### src/rtl/capcmp_pkg.sv
package capcmp_pkg;
  localparam int NUM_GR   = 3;
  localparam int NUM_FLAG = NUM_GR + 1;
  localparam int ADDR_W   = 3;

  localparam int ADDR_CTRL    = 0;
  localparam int ADDR_CNT     = 1;
  localparam int ADDR_GR_BASE = 2;
  localparam int ADDR_STATUS  = ADDR_GR_BASE + NUM_GR;

  localparam int CTL_RUN_BIT  = 0;
  localparam int CTL_MODE_LSB = 1;
  localparam int CTL_PWM_BIT  = CTL_MODE_LSB + NUM_GR;

  // overflow flag sits at OVF_BIT, register flags follow directly above it
  localparam int OVF_BIT = 9;

  typedef struct packed {
    logic              cntLoad;
    logic [NUM_GR-1:0] grLoad;
    logic              countEn;
    logic              pwmMode;
    logic [NUM_GR-1:0] cmpMode;
  } ctlStrobes_t;
endpackage

### src/rtl/capcmp_datapath.sv
module capcmp_datapath
  import capcmp_pkg::*;
#(
  parameter int CNT_W = 16
) (
  input  logic                          clk,
  input  logic                          rst,
  input  ctlStrobes_t                   strobes,
  input  logic [CNT_W-1:0]              wrData,
  input  logic [NUM_GR-1:0]             capIn,
  output logic [CNT_W-1:0]              cntVal,
  output logic [NUM_GR-1:0][CNT_W-1:0]  grVal,
  output logic [NUM_GR-1:0]             capEv,
  output logic [NUM_GR-1:0]             cmpEv,
  output logic                          ovfEv
);
  localparam logic [CNT_W-1:0] CNT_MAX = '1;

  logic [CNT_W-1:0]             cntQ;
  logic [NUM_GR-1:0][CNT_W-1:0] grQ;
  logic [NUM_GR-1:0]            capMeta, capSync, capPrev, capRise;
  logic                         advance, pwmRestart;

  assign advance    = strobes.countEn && !strobes.cntLoad;
  assign pwmRestart = advance && strobes.pwmMode && (cntQ == grQ[0]);
  assign ovfEv      = advance && !pwmRestart && (cntQ == CNT_MAX);

  always_ff @(posedge clk) begin
    if (rst)                  cntQ <= '0;
    else if (strobes.cntLoad) cntQ <= wrData;
    else if (pwmRestart)      cntQ <= '0;
    else if (strobes.countEn) cntQ <= cntQ + 1'b1;
  end

  always_ff @(posedge clk) begin
    if (rst) begin
      capMeta <= '0;
      capSync <= '0;
      capPrev <= '0;
    end else begin
      capMeta <= capIn;
      capSync <= capMeta;
      capPrev <= capSync;
    end
  end

  assign capRise = capSync & ~capPrev;

  for (genvar g = 0; g < NUM_GR; g++) begin : gen_gr
    assign cmpEv[g] = advance && strobes.cmpMode[g] && (cntQ == grQ[g]);
    assign capEv[g] = capRise[g] && !strobes.cmpMode[g] && !strobes.pwmMode;

    always_ff @(posedge clk) begin
      if (rst)                    grQ[g] <= '0;
      else if (strobes.grLoad[g]) grQ[g] <= wrData;
      else if (capEv[g])          grQ[g] <= cntQ;
    end
  end

  assign cntVal = cntQ;
  assign grVal  = grQ;
endmodule

### src/rtl/capcmp_ctrl.sv
module capcmp_ctrl
  import capcmp_pkg::*;
#(
  parameter int DATA_W = 16
) (
  input  logic                          clk,
  input  logic                          rst,
  input  logic                          regWr,
  input  logic                          regRd,
  input  logic [ADDR_W-1:0]             regAddr,
  input  logic [DATA_W-1:0]             regWdata,
  input  logic [DATA_W-1:0]             cntVal,
  input  logic [NUM_GR-1:0][DATA_W-1:0] grVal,
  input  logic [NUM_GR-1:0]             capEv,
  input  logic [NUM_GR-1:0]             cmpEv,
  input  logic                          ovfEv,
  output ctlStrobes_t                   strobes,
  output logic [DATA_W-1:0]             rdData,
  output logic                          rdValid
);
  logic                runQ, pwmQ;
  logic [NUM_GR-1:0]   cmpModeQ;
  logic [NUM_FLAG-1:0] flagQ, armQ, flagNext, armNext, setVec, clrVec, wrField;
  logic                ctrlWr, statusWr, statusRd;
  logic [DATA_W-1:0]   rdNext;

  assign ctrlWr   = regWr && (regAddr == ADDR_W'(ADDR_CTRL));
  assign statusWr = regWr && (regAddr == ADDR_W'(ADDR_STATUS));
  assign statusRd = regRd && (regAddr == ADDR_W'(ADDR_STATUS));

  always_ff @(posedge clk) begin
    if (rst) begin
      runQ     <= 1'b0;
      pwmQ     <= 1'b0;
      cmpModeQ <= '0;
    end else if (ctrlWr) begin
      runQ     <= regWdata[CTL_RUN_BIT];
      pwmQ     <= regWdata[CTL_PWM_BIT];
      cmpModeQ <= regWdata[CTL_MODE_LSB +: NUM_GR];
    end
  end

  always_comb begin
    strobes.cntLoad = regWr && (regAddr == ADDR_W'(ADDR_CNT));
    strobes.countEn = runQ;
    strobes.pwmMode = pwmQ;
    strobes.cmpMode = cmpModeQ;
  end

  for (genvar g = 0; g < NUM_GR; g++) begin : gen_load
    assign strobes.grLoad[g] = regWr && (regAddr == ADDR_W'(ADDR_GR_BASE + g));
  end

  // flag index 0 is overflow, index 1+g is general register g
  assign setVec  = {(capEv | cmpEv) & {NUM_GR{~pwmQ}}, ovfEv};
  assign wrField = regWdata[OVF_BIT +: NUM_FLAG];
  assign clrVec  = statusWr ? (armQ & ~wrField) : '0;
  assign flagNext = setVec | (flagQ & ~clrVec);

  always_comb begin
    armNext = armQ;
    if (statusWr) armNext = armNext & wrField;
    if (statusRd) armNext = armNext | flagQ;
    armNext = armNext & flagNext;
  end

  always_ff @(posedge clk) begin
    if (rst) begin
      flagQ <= '0;
      armQ  <= '0;
    end else begin
      flagQ <= flagNext;
      armQ  <= armNext;
    end
  end

  always_comb begin
    rdNext = '0;
    if (regAddr == ADDR_W'(ADDR_CTRL)) begin
      rdNext[CTL_RUN_BIT]               = runQ;
      rdNext[CTL_PWM_BIT]               = pwmQ;
      rdNext[CTL_MODE_LSB +: NUM_GR]    = cmpModeQ;
    end else if (regAddr == ADDR_W'(ADDR_CNT)) begin
      rdNext = cntVal;
    end else if (regAddr == ADDR_W'(ADDR_STATUS)) begin
      rdNext[OVF_BIT +: NUM_FLAG] = flagQ;
    end
    for (int g = 0; g < NUM_GR; g++) begin
      if (regAddr == ADDR_W'(ADDR_GR_BASE + g)) rdNext = grVal[g];
    end
  end

  always_ff @(posedge clk) begin
    if (rst) begin
      rdData  <= '0;
      rdValid <= 1'b0;
    end else begin
      rdValid <= regRd;
      if (regRd) rdData <= rdNext;
    end
  end
endmodule

### src/rtl/capcmp_timer.sv
module capcmp_timer
  import capcmp_pkg::*;
#(
  parameter int CNT_W = 16
) (
  input  logic              clk,
  input  logic              rst,
  input  logic              regWr,
  input  logic              regRd,
  input  logic [ADDR_W-1:0] regAddr,
  input  logic [CNT_W-1:0]  regWdata,
  input  logic [NUM_GR-1:0] capIn,
  output logic [CNT_W-1:0]  rdData,
  output logic              rdValid
);
  ctlStrobes_t                  ctlStr;
  logic [CNT_W-1:0]             cntVal;
  logic [NUM_GR-1:0][CNT_W-1:0] grVal;
  logic [NUM_GR-1:0]            capEv, cmpEv;
  logic                         ovfEv;

  capcmp_ctrl #(.DATA_W(CNT_W)) ctrl_i (
    .clk(clk), .rst(rst), .regWr(regWr), .regRd(regRd), .regAddr(regAddr),
    .regWdata(regWdata), .cntVal(cntVal), .grVal(grVal), .capEv(capEv),
    .cmpEv(cmpEv), .ovfEv(ovfEv), .strobes(ctlStr), .rdData(rdData),
    .rdValid(rdValid)
  );

  capcmp_datapath #(.CNT_W(CNT_W)) dp_i (
    .clk(clk), .rst(rst), .strobes(ctlStr), .wrData(regWdata), .capIn(capIn),
    .cntVal(cntVal), .grVal(grVal), .capEv(capEv), .cmpEv(cmpEv), .ovfEv(ovfEv)
  );
endmodule

### config.mk
export PLATFORM = sky130hd
export DESIGN_NAME = capcmp_timer
export DESIGN_NICKNAME = d
export VERILOG_FILES = /design/src/rtl/capcmp_pkg.sv /design/src/rtl/capcmp_datapath.sv /design/src/rtl/capcmp_ctrl.sv /design/src/rtl/capcmp_timer.sv
export SDC_FILE = /design/constraint.sdc
export NUM_CORES = 1
export LEC_CHECK = 0
export ABC_AREA = 1
export ABC_CLOCK_PERIOD_IN_PS = 1800
export BUFFER_PORTS_ARGS = -buffer_cell sky130_fd_sc_hd__buf_2
export CELL_PAD_IN_SITES_DETAIL_PLACEMENT = 0
export CELL_PAD_IN_SITES_GLOBAL_PLACEMENT = 1
export CORE_ASPECT_RATIO = 0.5
export CORE_UTILIZATION = 43
export DETAILED_ROUTE_END_ITERATION = 10
export GPL_ROUTABILITY_DRIVEN = 0
export PLACE_DENSITY_LB_ADDON = 0.1
export SLEW_MARGIN = 10
export SYNTH_ARGS = -nofsm -noshare
export SYNTH_HDL_FRONTEND = slang
export SYNTH_SLANG_ARGS = --single-unit
### constraint.sdc
create_clock -name clk -period 1.8 [get_ports clk]
set_input_delay 0.36 -clock clk [delete_from_list [all_inputs] [get_ports clk]]
set_output_delay 0.36 -clock clk [all_outputs]
set_load 0.005 [all_outputs]
==> impl_summary.txt <==
----------------------------------------------------
[Synth]
  Fraction of the mapped netlist area in adder cells ... 0.00210
  Sequential element share of the synthesized area ... 0.347
  Total nets after synthesis ... between 900 and 1000
  Netlist cell types ... 36
  Cell taking the most area after synthesis ... sky130_fd_sc_hd__dfxtp_1
  Mean instance size in the synthesized netlist ... approximately 6.6 µm²
  Top area cells in the synthesized netlist ... sky130_fd_sc_hd__dfxtp_1, sky130_fd_sc_hd__nand2_1, sky130_fd_sc_hd__inv_1
  Ys Warns ... 0
  Main combinational cell family by area after synthesis ... simple AND/OR/NAND/NOR gates
  Area of the mapped netlist ... 5950 µm²
  Fraction of the mapped netlist area in compound gates ... 0.226
  FF+latch count, synth ... around 100
  Gate count of the mapped netlist ... around 900
  Share of the synthesized area in the top cell type ... 0.347
  Xor/xnor share of the synthesized area ... 0.0368
  Multiplexer share of the synthesized area ... 0
  Simple logic cell fraction of the synthesized area ... 0.242

[Finish]
  Reg area ... between 2000 and 2500 µm²
  Share of final-layout standard cells stronger than drive strength 1 ... 0.162
  Commonest cells after routing, fill and taps aside ... sky130_fd_sc_hd__nand2_1, sky130_fd_sc_hd__inv_1, sky130_fd_sc_hd__dfxtp_1, sky130_fd_sc_hd__nor2_1, sky130_fd_sc_hd__o21ai_0
  Most common cell after layout, fill and taps aside ... sky130_fd_sc_hd__nand2_1
  Diode count ... 0
  Final-layout fill cell count ... between 1000 and 1500
  Multi-input combinational cell area ... 3030 µm²
  Area delta synth->final ... 18.0%
  Number of nets in the finished design ... 990
  Design Area, Final ... 7020 µm²

[Clocking]
  Clock transition at the registers of the reported paths ... about 80 ps
  Clock tree root driver cell ... sky130_fd_sc_hd__clkbuf_16
  Deepest level of the CTS H-tree ... 3
  Maximum count of clock buffers along a single path ... 2
  Number of buffers inserted during clock tree synthesis ... 9
  Sink count of the clock tree ... roughly 100
  Clock latency on the worst-skew pair ... ~360 ps
  CTS tree ... yes

[STA]
  Worst Hold Slack ... between 200 and 250 ps
  Final number of setup-violating endpoints ... 0
  Unrepaired setup endpoints after global routing ... yes
  Hold violation total from the final report ... 0
  Number of max-slew violations in the final report ... 0
  Clock period minus final worst setup slack ... ~1700 ps
  Fmax ... between 500 and 600 MHz
  Slack of the critical path ... 81.0 ps
  Sum of negative setup slack ... 0 ps
  Period utilisation layout ... 0.955
  Max_slew headroom ... 0.645
  Transition time at the pin with the least slew margin ... around 530 ps
  Clk_skew ... around 10 ps

[Worst setup path]
  Worst Setup Start Kind ... register
  Critical-path maximum fanout ... 3
  Nature of the critical path endpoint ... register
  Required arrival time at the worst endpoint ... about 2100 ps
  Crit Path Class ... reg2reg
  Arr. time, crit path ... 2010 ps

[Run status]
  Result of the run ... complete, no violations

[Route]
  DR pass1 iterations ... 5
  DR vias ... ~6300
  DR WL/cell ... 19.1 µm
  Detailed router's first-iteration violation count ... approximately 660
  Wire length after detailed routing ... between 20000 and 25000 µm
  Number of vias per cell after detailed routing ... 5.57
  DRC Markers ... 0
  Remaining antenna violation count ... 0

[Pwr]
  Internal Power ... 3.76 mW
  Relative contribution of combinational cells to total power ... 0.145
  Power per unit of standard cell area ... roughly 760 nW/µm²
  Share of power burned in registers ... 0.454
  Fraction of power spent switching nets ... 0.291
  Clock Power Share ... 0.401
  Peak supply drop ... approximately 0.00044 V
  Total power consumption of the routed design ... 5.30 mW
  Psw ... approximately 1.5 mW
  Pleak ... roughly 3.2 nW

[GRT]
  Total global-route track usage ... 0.313
  Total congestion overflow ... 0
  Largest net degree at the start of global routing ... 58
  Via count of the first global-routing pass ... 5787
  Initial antenna violation count ... 0
  First-pass GRT wire length ... roughly 34000 µm

[Floorplan]
  Die boundary width ... between 150 and 200 µm
  Die Area ... between 10000 and 15000 µm²
  # rows ... 29
  CORE AREA ... between 10000 and 15000 µm²
  Starting Density ... 0.455
  Top Ports ... 43
  Die Y ... ~85 µm

[Place]
  Cell area reported after detailed placement ... about 6700 µm²
  Count of buffers from port buffering ... between 40 and 50
  DP Wirelength ... between 15000 and 20000 µm
  Setup slack at placement ... 4.03 ps

[Flow run]
  Total of max-cap violations ... 0

[Hold path]
  Worst min path class ... in2reg

----------------------------------------------------
## area by class of cell
type                            count  area share
Inverter                          169      0.0904
Multi-Input combinational cell    575       0.432
Clock inverter                      6      0.0103
Sequential cell                   103       0.294
Tap cell                          170      0.0303
Clock buffer                       10      0.0340
Timing Repair Buffer              105       0.109
## cell usage after synthesis
| library cell | instances |
|---|---|
| sky130_fd_sc_hd__a21oi_1 | 45 |
| sky130_fd_sc_hd__a22oi_1 | 4 |
| sky130_fd_sc_hd__a31oi_1 | 7 |
| sky130_fd_sc_hd__buf_1 | 1 |
| sky130_fd_sc_hd__buf_2 | 21 |
| sky130_fd_sc_hd__buf_4 | 4 |
| sky130_fd_sc_hd__buf_6 | 1 |
| sky130_fd_sc_hd__clkbuf_1 | 21 |
| sky130_fd_sc_hd__clkbuf_2 | 1 |
| sky130_fd_sc_hd__clkinv_1 | 2 |
| sky130_fd_sc_hd__dfxtp_1 | 103 |
| sky130_fd_sc_hd__ha_1 | 1 |
| sky130_fd_sc_hd__inv_1 | 153 |
| sky130_fd_sc_hd__inv_2 | 14 |
| sky130_fd_sc_hd__nand2_1 | 164 |
| sky130_fd_sc_hd__nand2_2 | 3 |
| sky130_fd_sc_hd__nand2_4 | 1 |
| sky130_fd_sc_hd__nand3_1 | 35 |
| sky130_fd_sc_hd__nand3_2 | 2 |
| sky130_fd_sc_hd__nand3_4 | 2 |
| sky130_fd_sc_hd__nand3b_1 | 2 |
| sky130_fd_sc_hd__nand4_1 | 9 |
| sky130_fd_sc_hd__nor2_1 | 76 |
| sky130_fd_sc_hd__nor2_2 | 3 |
| sky130_fd_sc_hd__nor2_4 | 2 |
| sky130_fd_sc_hd__nor2_8 | 1 |
| sky130_fd_sc_hd__nor3_1 | 21 |
| sky130_fd_sc_hd__nor3_2 | 2 |
| sky130_fd_sc_hd__nor4_4 | 1 |
| sky130_fd_sc_hd__o211ai_1 | 39 |
| sky130_fd_sc_hd__o21ai_0 | 69 |
| sky130_fd_sc_hd__o21ai_1 | 5 |
| sky130_fd_sc_hd__o221ai_1 | 14 |
| sky130_fd_sc_hd__o22ai_1 | 42 |
| sky130_fd_sc_hd__xnor2_1 | 12 |
| sky130_fd_sc_hd__xor2_1 | 13 |
## kinds of logic after synthesis
group                      after synthesis
AOI/OAI and AO/OA                      225
and+or+nand+nor                        324
adders and majority gates                1
xor gates and xnor gates                25
DFF                                    103
buffers and inverters                  218
## power groups by stage
stage                     Combinational, mW  Sequential (mW)  Clock (mW)
final                                 0.768             2.41        2.13
after global routing                  0.830             2.42        2.21
after CTS                             0.736             2.40        2.16
after detailed placement              0.733             2.46           0
after global placement                0.729             2.46           0
after floorplan                       0.435             2.44           0
## layer usage
| metal | routed length (µm) | track usage |
|---|---|---|
| met5 | 0 | 0 |
| met4 | 259 | 0.0579 |
| met3 | 2580 | 0.121 |
| met2 | 8170 | 0.419 |
| met1 | 10700 | 0.467 |
## worst paths after layout
kind	startpoint	to	slack, ps	cells after the start
setup / recovery	dp_i.cntVal[0]	dp_i.cntVal[10]	80	9
hold / removal	capIn[0]	dp_i.capMeta[0]	200	3
setup reg to reg	dp_i.cntVal[0]	dp_i.cntVal[10]	80	9
hold reg to reg	dp_i.capMeta[0]	dp_i.capSync[0]	400	2
## registers in the layout, summed over array words and instances, names as in the netlist
register / flops
dp_i.grVal: 48
dp_i.capSync: 3
ctrl_i.flagQ: 4
ctrl_i.cmpModeQ: 3
ctrl_i.rdData: 16
ctrl_i.runQ: 1
ctrl_i.rdValid: 1
dp_i.capMeta: 3
ctrl_i.armQ: 4
dp_i.capPrev: 3
dp_i.cntVal: 16
ctrl_i.pwmQ: 1
## what timing repair did
action,in CTS,in global routing
endpoints found under the setup margin,0,16
endpoints found under the hold margin,0,0
resized for setup,0,7
setup buffers,0,3
hold buffers,0,0
## worst max-delay path, cell delays in order, from the launching register on
cell and delay (ps):
sky130_fd_sc_hd__dfxtp_1 350, sky130_fd_sc_hd__ha_1 180, sky130_fd_sc_hd__nand3_1 150, sky130_fd_sc_hd__nor2_2 190
sky130_fd_sc_hd__inv_1 90, sky130_fd_sc_hd__nor2_1 170, sky130_fd_sc_hd__nand2_1 130, sky130_fd_sc_hd__xor2_1 170
sky130_fd_sc_hd__nand3_1 100, sky130_fd_sc_hd__a21oi_1 120
## per-stage QoR
stage,std cells,utilization
6_report,1138,0.537
5_1_grt,1138,0.537
4_1_cts,1135,0.534
3_5_place_dp,1119,0.510
3_3_place_gp,1119,0.510
2_1_floorplan,896,-
Power figures use the tool's default switching activity.
